$ cat config.mk
export PLATFORM = sky130hd
export DESIGN_NAME = hzd_stall_ctrl
export DESIGN_NICKNAME = d
export VERILOG_FILES = /design/src/rtl/hzd_pkg.sv /design/src/rtl/hzd_operand_check.sv /design/src/rtl/hzd_refill.sv /design/src/rtl/hzd_stall_chain.sv /design/src/rtl/hzd_stall_ctrl.sv
export SDC_FILE = /design/constraint.sdc
export NUM_CORES = 1
export LEC_CHECK = 0
export ABC_AREA = 0
export BUFFER_PORTS_ARGS = -buffer_cell sky130_fd_sc_hd__buf_2
export CORE_AREA = 3 3 40 42
export CTS_CLUSTER_DIAMETER = 120
export DETAILED_ROUTE_END_ITERATION = 6
export DIE_AREA = 0 0 43 45
export GPL_TIMING_DRIVEN = 0
export MAX_ROUTING_LAYER = met4
export SYNTH_ARGS = -nofsm -noshare
export SYNTH_HDL_FRONTEND = slang
export SYNTH_HIERARCHICAL = 1
export SYNTH_SLANG_ARGS = --single-unit
$ cat constraint.sdc
create_clock -name clk_i -period 1.3 [get_ports clk_i]
set_input_delay 0 -clock clk_i [delete_from_list [all_inputs] [get_ports clk_i]]
set_output_delay 0 -clock clk_i [all_outputs]
set_load 0.05 [all_outputs]
$ cat src/rtl/hzd_pkg.sv
package hzd_pkg;
  localparam int NSTG  = 4;
  localparam int ST_PF = 0;
  localparam int ST_DC = 1;
  localparam int ST_OP = 2;
  localparam int ST_EX = 3;
endpackage

$ cat src/rtl/hzd_operand_check.sv
module hzd_operand_check #(
  parameter int REG_W = 4
) (
  input  logic             op_valid_i,
  input  logic [REG_W-1:0] op_src_reg_i,
  input  logic             op_uses_imm_i,
  input  logic             op_reads_cc_i,
  input  logic             op_mem_i,
  input  logic             ex_valid_i,
  input  logic [REG_W-1:0] ex_dst_reg_i,
  input  logic             ex_writes_reg_i,
  input  logic             ex_wr_pc_cc_i,
  input  logic             ex_sets_flags_i,
  input  logic             store_busy_i,
  output logic             op_hold_o
);
  logic raw_imm, pc_cc_wr, cc_read, mem_order;

  always_comb begin
    raw_imm   = op_uses_imm_i && ex_writes_reg_i && (ex_dst_reg_i == op_src_reg_i);
    pc_cc_wr  = ex_wr_pc_cc_i;
    cc_read   = op_reads_cc_i && ex_sets_flags_i;
    mem_order = op_mem_i && store_busy_i;
    op_hold_o = op_valid_i && (mem_order || (ex_valid_i && (raw_imm || pc_cc_wr || cc_read)));
  end
endmodule

$ cat src/rtl/hzd_refill.sv
module hzd_refill (
  input  logic clk_i,
  input  logic rst_ni,
  input  logic flush_i,
  output logic pf_hold_o
);
  logic refill_q;

  always_ff @(posedge clk_i or negedge rst_ni) begin
    if (!rst_ni) refill_q <= 1'b1;
    else         refill_q <= flush_i;
  end

  assign pf_hold_o = refill_q;

  p_refill_single_r2: assert property (@(posedge clk_i) disable iff (!rst_ni)
    (!flush_i) |=> !pf_hold_o);
endmodule

$ cat src/rtl/hzd_stall_chain.sv
module hzd_stall_chain
  import hzd_pkg::*;
(
  input  logic [NSTG-1:0] cause_i,
  input  logic            flush_i,
  output logic [NSTG-1:0] stall_o,
  output logic [NSTG-1:0] clear_o,
  output logic [NSTG-1:0] bubble_o
);
  for (genvar k = 0; k < NSTG; k++) begin : g_stage
    if (k == NSTG-1) begin : g_last
      assign stall_o[k]  = cause_i[k] && !flush_i;
      assign bubble_o[k] = stall_o[k];
    end else begin : g_mid
      assign stall_o[k]  = (cause_i[k] || stall_o[k+1]) && !flush_i;
      assign bubble_o[k] = stall_o[k] && !stall_o[k+1];
    end
    assign clear_o[k] = flush_i;
  end
endmodule

$ cat src/rtl/hzd_stall_ctrl.sv
module hzd_stall_ctrl
  import hzd_pkg::*;
#(
  parameter int REG_W = 4
) (
  input  logic             clk_i,
  input  logic             rst_ni,
  input  logic             pf_valid_i,
  input  logic             op_valid_i,
  input  logic [REG_W-1:0] op_src_reg_i,
  input  logic             op_uses_imm_i,
  input  logic             op_reads_cc_i,
  input  logic             op_mem_i,
  input  logic             ex_valid_i,
  input  logic [REG_W-1:0] ex_dst_reg_i,
  input  logic             ex_writes_reg_i,
  input  logic             ex_wr_pc_cc_i,
  input  logic             ex_sets_flags_i,
  input  logic             mem_busy_i,
  input  logic             mem_load_i,
  input  logic             wb_flush_i,
  output logic [3:0]       stall_o,
  output logic [3:0]       clear_o,
  output logic [3:0]       bubble_o
);
  logic            op_hold, pf_hold, ex_hold, load_busy, store_busy;
  logic [NSTG-1:0] cause;

  assign load_busy  = mem_busy_i && mem_load_i;
  assign store_busy = mem_busy_i && !mem_load_i;
  assign ex_hold    = load_busy || !pf_valid_i;

  hzd_operand_check #(.REG_W(REG_W)) u_opchk (
    .op_valid_i     (op_valid_i),
    .op_src_reg_i   (op_src_reg_i),
    .op_uses_imm_i  (op_uses_imm_i),
    .op_reads_cc_i  (op_reads_cc_i),
    .op_mem_i       (op_mem_i),
    .ex_valid_i     (ex_valid_i),
    .ex_dst_reg_i   (ex_dst_reg_i),
    .ex_writes_reg_i(ex_writes_reg_i),
    .ex_wr_pc_cc_i  (ex_wr_pc_cc_i),
    .ex_sets_flags_i(ex_sets_flags_i),
    .store_busy_i   (store_busy),
    .op_hold_o      (op_hold)
  );

  hzd_refill u_refill (
    .clk_i    (clk_i),
    .rst_ni   (rst_ni),
    .flush_i  (wb_flush_i),
    .pf_hold_o(pf_hold)
  );

  always_comb begin
    cause        = '0;
    cause[ST_PF] = pf_hold;
    cause[ST_OP] = op_hold;
    cause[ST_EX] = ex_hold;
  end

  hzd_stall_chain u_chain (
    .cause_i (cause),
    .flush_i (wb_flush_i),
    .stall_o (stall_o),
    .clear_o (clear_o),
    .bubble_o(bubble_o)
  );

  p_flush_wins_r1: assert property (@(posedge clk_i) disable iff (!rst_ni)
    wb_flush_i |-> (clear_o == 4'hF) && (stall_o == 4'h0) && (bubble_o == 4'h0));
  p_post_flush_r2: assert property (@(posedge clk_i) disable iff (!rst_ni)
    wb_flush_i |=> (stall_o[ST_PF] || wb_flush_i));
  p_imm_raw_r3: assert property (@(posedge clk_i) disable iff (!rst_ni)
    (op_valid_i && ex_valid_i && op_uses_imm_i && ex_writes_reg_i &&
     op_src_reg_i == ex_dst_reg_i && !wb_flush_i) |-> (stall_o[2:0] == 3'b111));
  p_pc_cc_r4: assert property (@(posedge clk_i) disable iff (!rst_ni)
    (op_valid_i && ex_valid_i && ex_wr_pc_cc_i && !wb_flush_i) |-> stall_o[ST_OP]);
  p_cc_read_r5: assert property (@(posedge clk_i) disable iff (!rst_ni)
    (op_valid_i && ex_valid_i && op_reads_cc_i && ex_sets_flags_i && !wb_flush_i) |-> stall_o[ST_OP]);
  p_load_r6: assert property (@(posedge clk_i) disable iff (!rst_ni)
    (mem_busy_i && mem_load_i && !wb_flush_i) |-> (stall_o == 4'hF && bubble_o == 4'h8));
  p_store_r7: assert property (@(posedge clk_i) disable iff (!rst_ni)
    (mem_busy_i && !mem_load_i && op_valid_i && op_mem_i && !wb_flush_i) |-> stall_o[ST_OP]);
  p_pf_empty_r8: assert property (@(posedge clk_i) disable iff (!rst_ni)
    (!pf_valid_i && !wb_flush_i) |-> (stall_o == 4'hF));
  p_one_bubble_r9: assert property (@(posedge clk_i) disable iff (!rst_ni)
    $onehot0(bubble_o) && ((stall_o != 4'h0) == (bubble_o != 4'h0)));
endmodule

[Word level (Yosys, flattened, before mapping)]
Index checks and enable logic that the tools add are counted.
Storage, ports and cells
  register bits after elaboration: 1
  output and inout bits: 12
  word-level logic and storage cells: 29
  bits of input ports: 22
Operators by class
  reductions and logical operators: 27
  eq/ne operators: 1
Operators by type and width (number)
  1-bit logical AND: 15
  1-bit zero test: 6
  1-bit logical OR: 6
  4-bit == test: 1

[Depth between registers and ports, before layout]
  depth after elaboration: 13
  depth in mapped cells: 6
  gate-level depth less buffers: 6

[Hierarchy]
The synthesis kept the hierarchy.
Modules (own cells, without submodules)
  hzd_stall_chain: area an instance 101.3 µm², instances 1, seq. area each 0.0 µm², cells each 16
  hzd_operand_check: area an instance 73.8 µm², instances 1, seq. area each 0.0 µm², cells each 10
  hzd_refill: area an instance 26.3 µm², instances 1, seq. area each 26.3 µm², cells each 1
  hzd_stall_ctrl: area an instance 22.5 µm², instances 1, seq. area each 0.0 µm², cells each 3

[Worst setup path before layout]
Ideal clock, no wire load.
  kind: input to output
  from: in op_src_reg_i[1]
  to: out bubble_o[2]
  required time: 1.300 ns
  stages on the path: 4
  setup slack: -0.530 ns
  arrival: 1.830 ns
  path buffers: 0
  path through: xnor2_1 > nand3_1 > o31ai_1 > nor3b_1
Between the ends
  longest elaborated chain between the ends: 10
Ends and longest elaborated chain
  start: declaration: line hzd_stall_ctrl.sv:10  | input logic [REG_W-1:0] op_src_reg_i,
  4-bit == test: line hzd_operand_check.sv:20  | raw_imm = op_uses_imm_i && ex_writes_reg_i && (ex_dst_reg_i == op_src_reg_i);
  1-bit logical AND: line hzd_operand_check.sv:20
  1-bit logical OR (2 in series): line hzd_operand_check.sv:24  | op_hold_o = op_valid_i && (mem_order || (ex_valid_i && (raw_imm || pc_cc_wr || cc_read)));
  1-bit logical AND: line hzd_operand_check.sv:24
  1-bit logical OR: line hzd_operand_check.sv:24
  1-bit logical AND: line hzd_operand_check.sv:24
  via op_hold: line hzd_stall_ctrl.sv:26  | logic op_hold, pf_hold, ex_hold, load_busy, store_busy;
  1-bit logical OR: line hzd_stall_chain.sv:15  | assign stall_o[k] = (cause_i[k] || stall_o[k+1]) && !flush_i;
  1-bit logical AND: line hzd_stall_chain.sv:15
  1-bit logical AND: line hzd_stall_chain.sv:16  | assign bubble_o[k] = stall_o[k] && !stall_o[k+1];
  end: declaration: line hzd_stall_ctrl.sv:24  | output logic [3:0] bubble_o
The timed path passes the listed nets, and every way through them passes these cells.

[Final worst setup path]
  from: in mem_busy_i
  to: out bubble_o[0]
Between the ends
  longest elaborated chain between the ends: 10
  elaborated cells on any way between the ends: 14
  those cells by class: reduce/logical: 14
Ends and longest elaborated chain
  start: declaration: line hzd_stall_ctrl.sv:19  | input logic mem_busy_i,
  1-bit logical AND (*): line hzd_stall_ctrl.sv:30  | assign store_busy = mem_busy_i && !mem_load_i;
  via store_busy: line hzd_stall_ctrl.sv:26
  1-bit logical AND (*): line hzd_operand_check.sv:23  | mem_order = op_mem_i && store_busy_i;
  1-bit logical OR (*): line hzd_operand_check.sv:24
  1-bit logical AND (*): line hzd_operand_check.sv:24
  via op_hold: line hzd_stall_ctrl.sv:26
  1-bit logical OR (*): line hzd_stall_chain.sv:15
  1-bit logical AND (*) (2 in series): line hzd_stall_chain.sv:15
  1-bit logical OR: line hzd_stall_chain.sv:15
  1-bit logical AND: line hzd_stall_chain.sv:15
  1-bit logical AND (*): line hzd_stall_chain.sv:16
The timed path passes the listed nets; every way through them passes the cells marked *.

==> metrics.txt <==
Simple-Gate Fraction of Synth Area=36.3%; Design Area, Final=548 um2; Final setup violation count=1; Yosys Warn Count=6; Slew Viols, Final=1; Nets=91; IO buf count=32; WS Path Type=primary input to output pin; setup ws final=-0.0917 ns; Async SR Flop Fraction=100%; switching pwr=134 uW; GP Congestion=0.623; failing checks=max-slew violations, negative setup slack; total grt overflow=0; dpl cell area=433 um2; row count=13; Max-slew headroom=-44.8%; Max Cap Viol=0; post-synthesis cell count=30; Final Total Pwr=263 uW; mux contribution to synthesized area=0%; Core Util, Final=42.6%; Synth Area in Compound Gates=16.2%; Initial Util=17.4%; Max Fclk=719 MHz; RSZ-0062 raised after global routing=yes; largest net degree at the start of global routing=13; Post-Route WL=820 um; grt met2 use=16.5%; CTS clk-pin slew, worst paths=0 ns; die area=1940 um2; DIE WIDTH=43 um; CP Launch Type=primary input; core area=1280 um2; kind of end point of the critical path=output pin; xor and xnor fraction of the mapped netlist area=15.6%; GR peak layer=met2; register area share after synthesis=11.7%; endpoints failing hold=0; first-pass GRT wire length=1.24 mm; Comb power frac=86.8%; Worst EP arrival=1.39 ns; syn_area_per_cell=7.47 um2; area grow syn2layout=145%; Clock Power Share=0%; vias in the first global route=300; Die Y=45 um; largest family of logic cells by synthesized area=simple AND/OR/NAND/NOR gates; post-detailed-route DRC marker count=0; 1st-pass router iterations=1; Sw Share=51.1%; max FFs per register=1; Worst Hold Class=primary input to register; Crit path required time=1.30 ns; Adder-Cell Fraction of Synth Area=0%; outcome=complete, but fails checks; EDFF count, synth=0; Wirelength per Cell=10.0 um; highest net fanout along the worst path=2; Synth cell types=22; share of layout cells above drive strength 1=80.6%; crit share post-route=107%; min Tclk post-route=1.39 ns; IR drop worst, VDD=0.000155 V; Syn Std Cell Area=224 um2; global-route usage over all layers=8.04%; initial antenna violation count=0; Via-to-Cell Ratio=4.05; LEAKAGE=0.000269 uW; met3 Resource Use GR=0.797%; Least-Margin Pin Slew=2.14 ns; Internal=129 uW; top_reg_cell synth=dfstp_2; n_diodes=0; post-DP HPWL=631 um; Ports=34; Synth Register Bits=1; drt initial violations=0; power density cells=480 nW/um2; Final ANT Viol Nets=0; routed vias=332; GRT met1 Usage=8.85%; sequential cell fraction of total power=13.2%
placed cells by master, fill, tap and decap left out, drive strengths merged:
cell type	n
buf	39
conb	3
nor2	3
xnor2	3
nor3	2
and2b	1
a21bo	1
dlygate4sd3	1
nor2b	1
nor3b	1
inv	1
a21oi	1
or3	1
nor4b	1
nand3	1
nand4	1
xor2	1
a21o	1
and3	1
a31oi	1
o31ai	1
dfstp	1
layer usage:
metal / up-vias / part of all wire (%)
met5: - / 0
met4: 0 / 0
met3: 0 / 7.7
met2: 11 / 60
met1: 150 / 32
li1: 171 / -
critical path, stage by stage:
cell     delay [ns]
buf_6          0.09
and2b_2        0.18
and3_4         0.15
a31oi_4        0.17
o31ai_4        0.10
or3_4          0.34
nor3_4         0.19
buf_6          0.18
per-stage QoR:
stage | instances | TNS (ns) | setup slack [ns] | hold WS (ns)
after detailed placement | 79 | -0.824 | -0.252 | -0.0666
after global routing | 82 | -0.251 | -0.157 | 0.237
after floorplan | 32 | -0.0517 | -0.0517 | -0.148
after global placement | 79 | -0.625 | -0.250 | -0.0680
final | 82 | -0.0917 | -0.0917 | 0.222
after CTS | 82 | -0.0967 | -0.0967 | 0.224
what timing repair did:
action / 4_1_cts / 5_1_grt
setup buffers: 2 / 1
endpoints found under the hold margin: 1 / 0
pin swaps: 4 / 7
hold buffers: 1 / 0
endpoints found under the setup margin: 5 / 5
cloned: 0 / 0
gates resized for setup: 12 / 7
power by group through the flow:
stage                     Combinational (uW)  Sequential, uW  Clock [uW]
final                                    228            34.7           0
after global routing                     244            34.8           0
after global placement                   185            34.8           0
after floorplan                          127            34.7           0
after CTS                                212            34.7           0
after detailed placement                 188            34.7           0
cell usage after synthesis (all sizes together) (2+ instances only):
library cell / number / area (um2)
buf: 5 / 37.5
nor2: 3 / 11.3
xnor2: 3 / 26.3
nor3: 2 / 15.0
path summary, 6_finish.rpt:
check                      startpoint                            to  slack [ns]  cells past startpoint
setup / recovery           mem_busy_i                   bubble_o[0]       -0.09                      8
max in group asynchronous      rst_ni  u_refill/pf_hold_o$_DFF_PN1_        0.80                      2
min in group asynchronous      rst_ni  u_refill/pf_hold_o$_DFF_PN1_        0.48                      2
hold / removal             wb_flush_i  u_refill/pf_hold_o$_DFF_PN1_        0.22                      1
final cells by class:
class | instances | area (um2)
plain buffers | 5 | 37.5
fillers | 141 | 737
inverters | 1 | 3.75
multi-input cells | 25 | 239
flip-flops and latches | 1 | 26.3
well taps | 15 | 18.8
repair buffers | 35 | 223
kinds of logic after synthesis:
group	Yosys count
AND/OR/NAND/NOR	13
buffers and inverters	6
AO/OA/AOI/OAI	5
flip-flops	1
other	1
XOR/XNOR	4
Note: power is estimated with default switching activity, not from simulation.
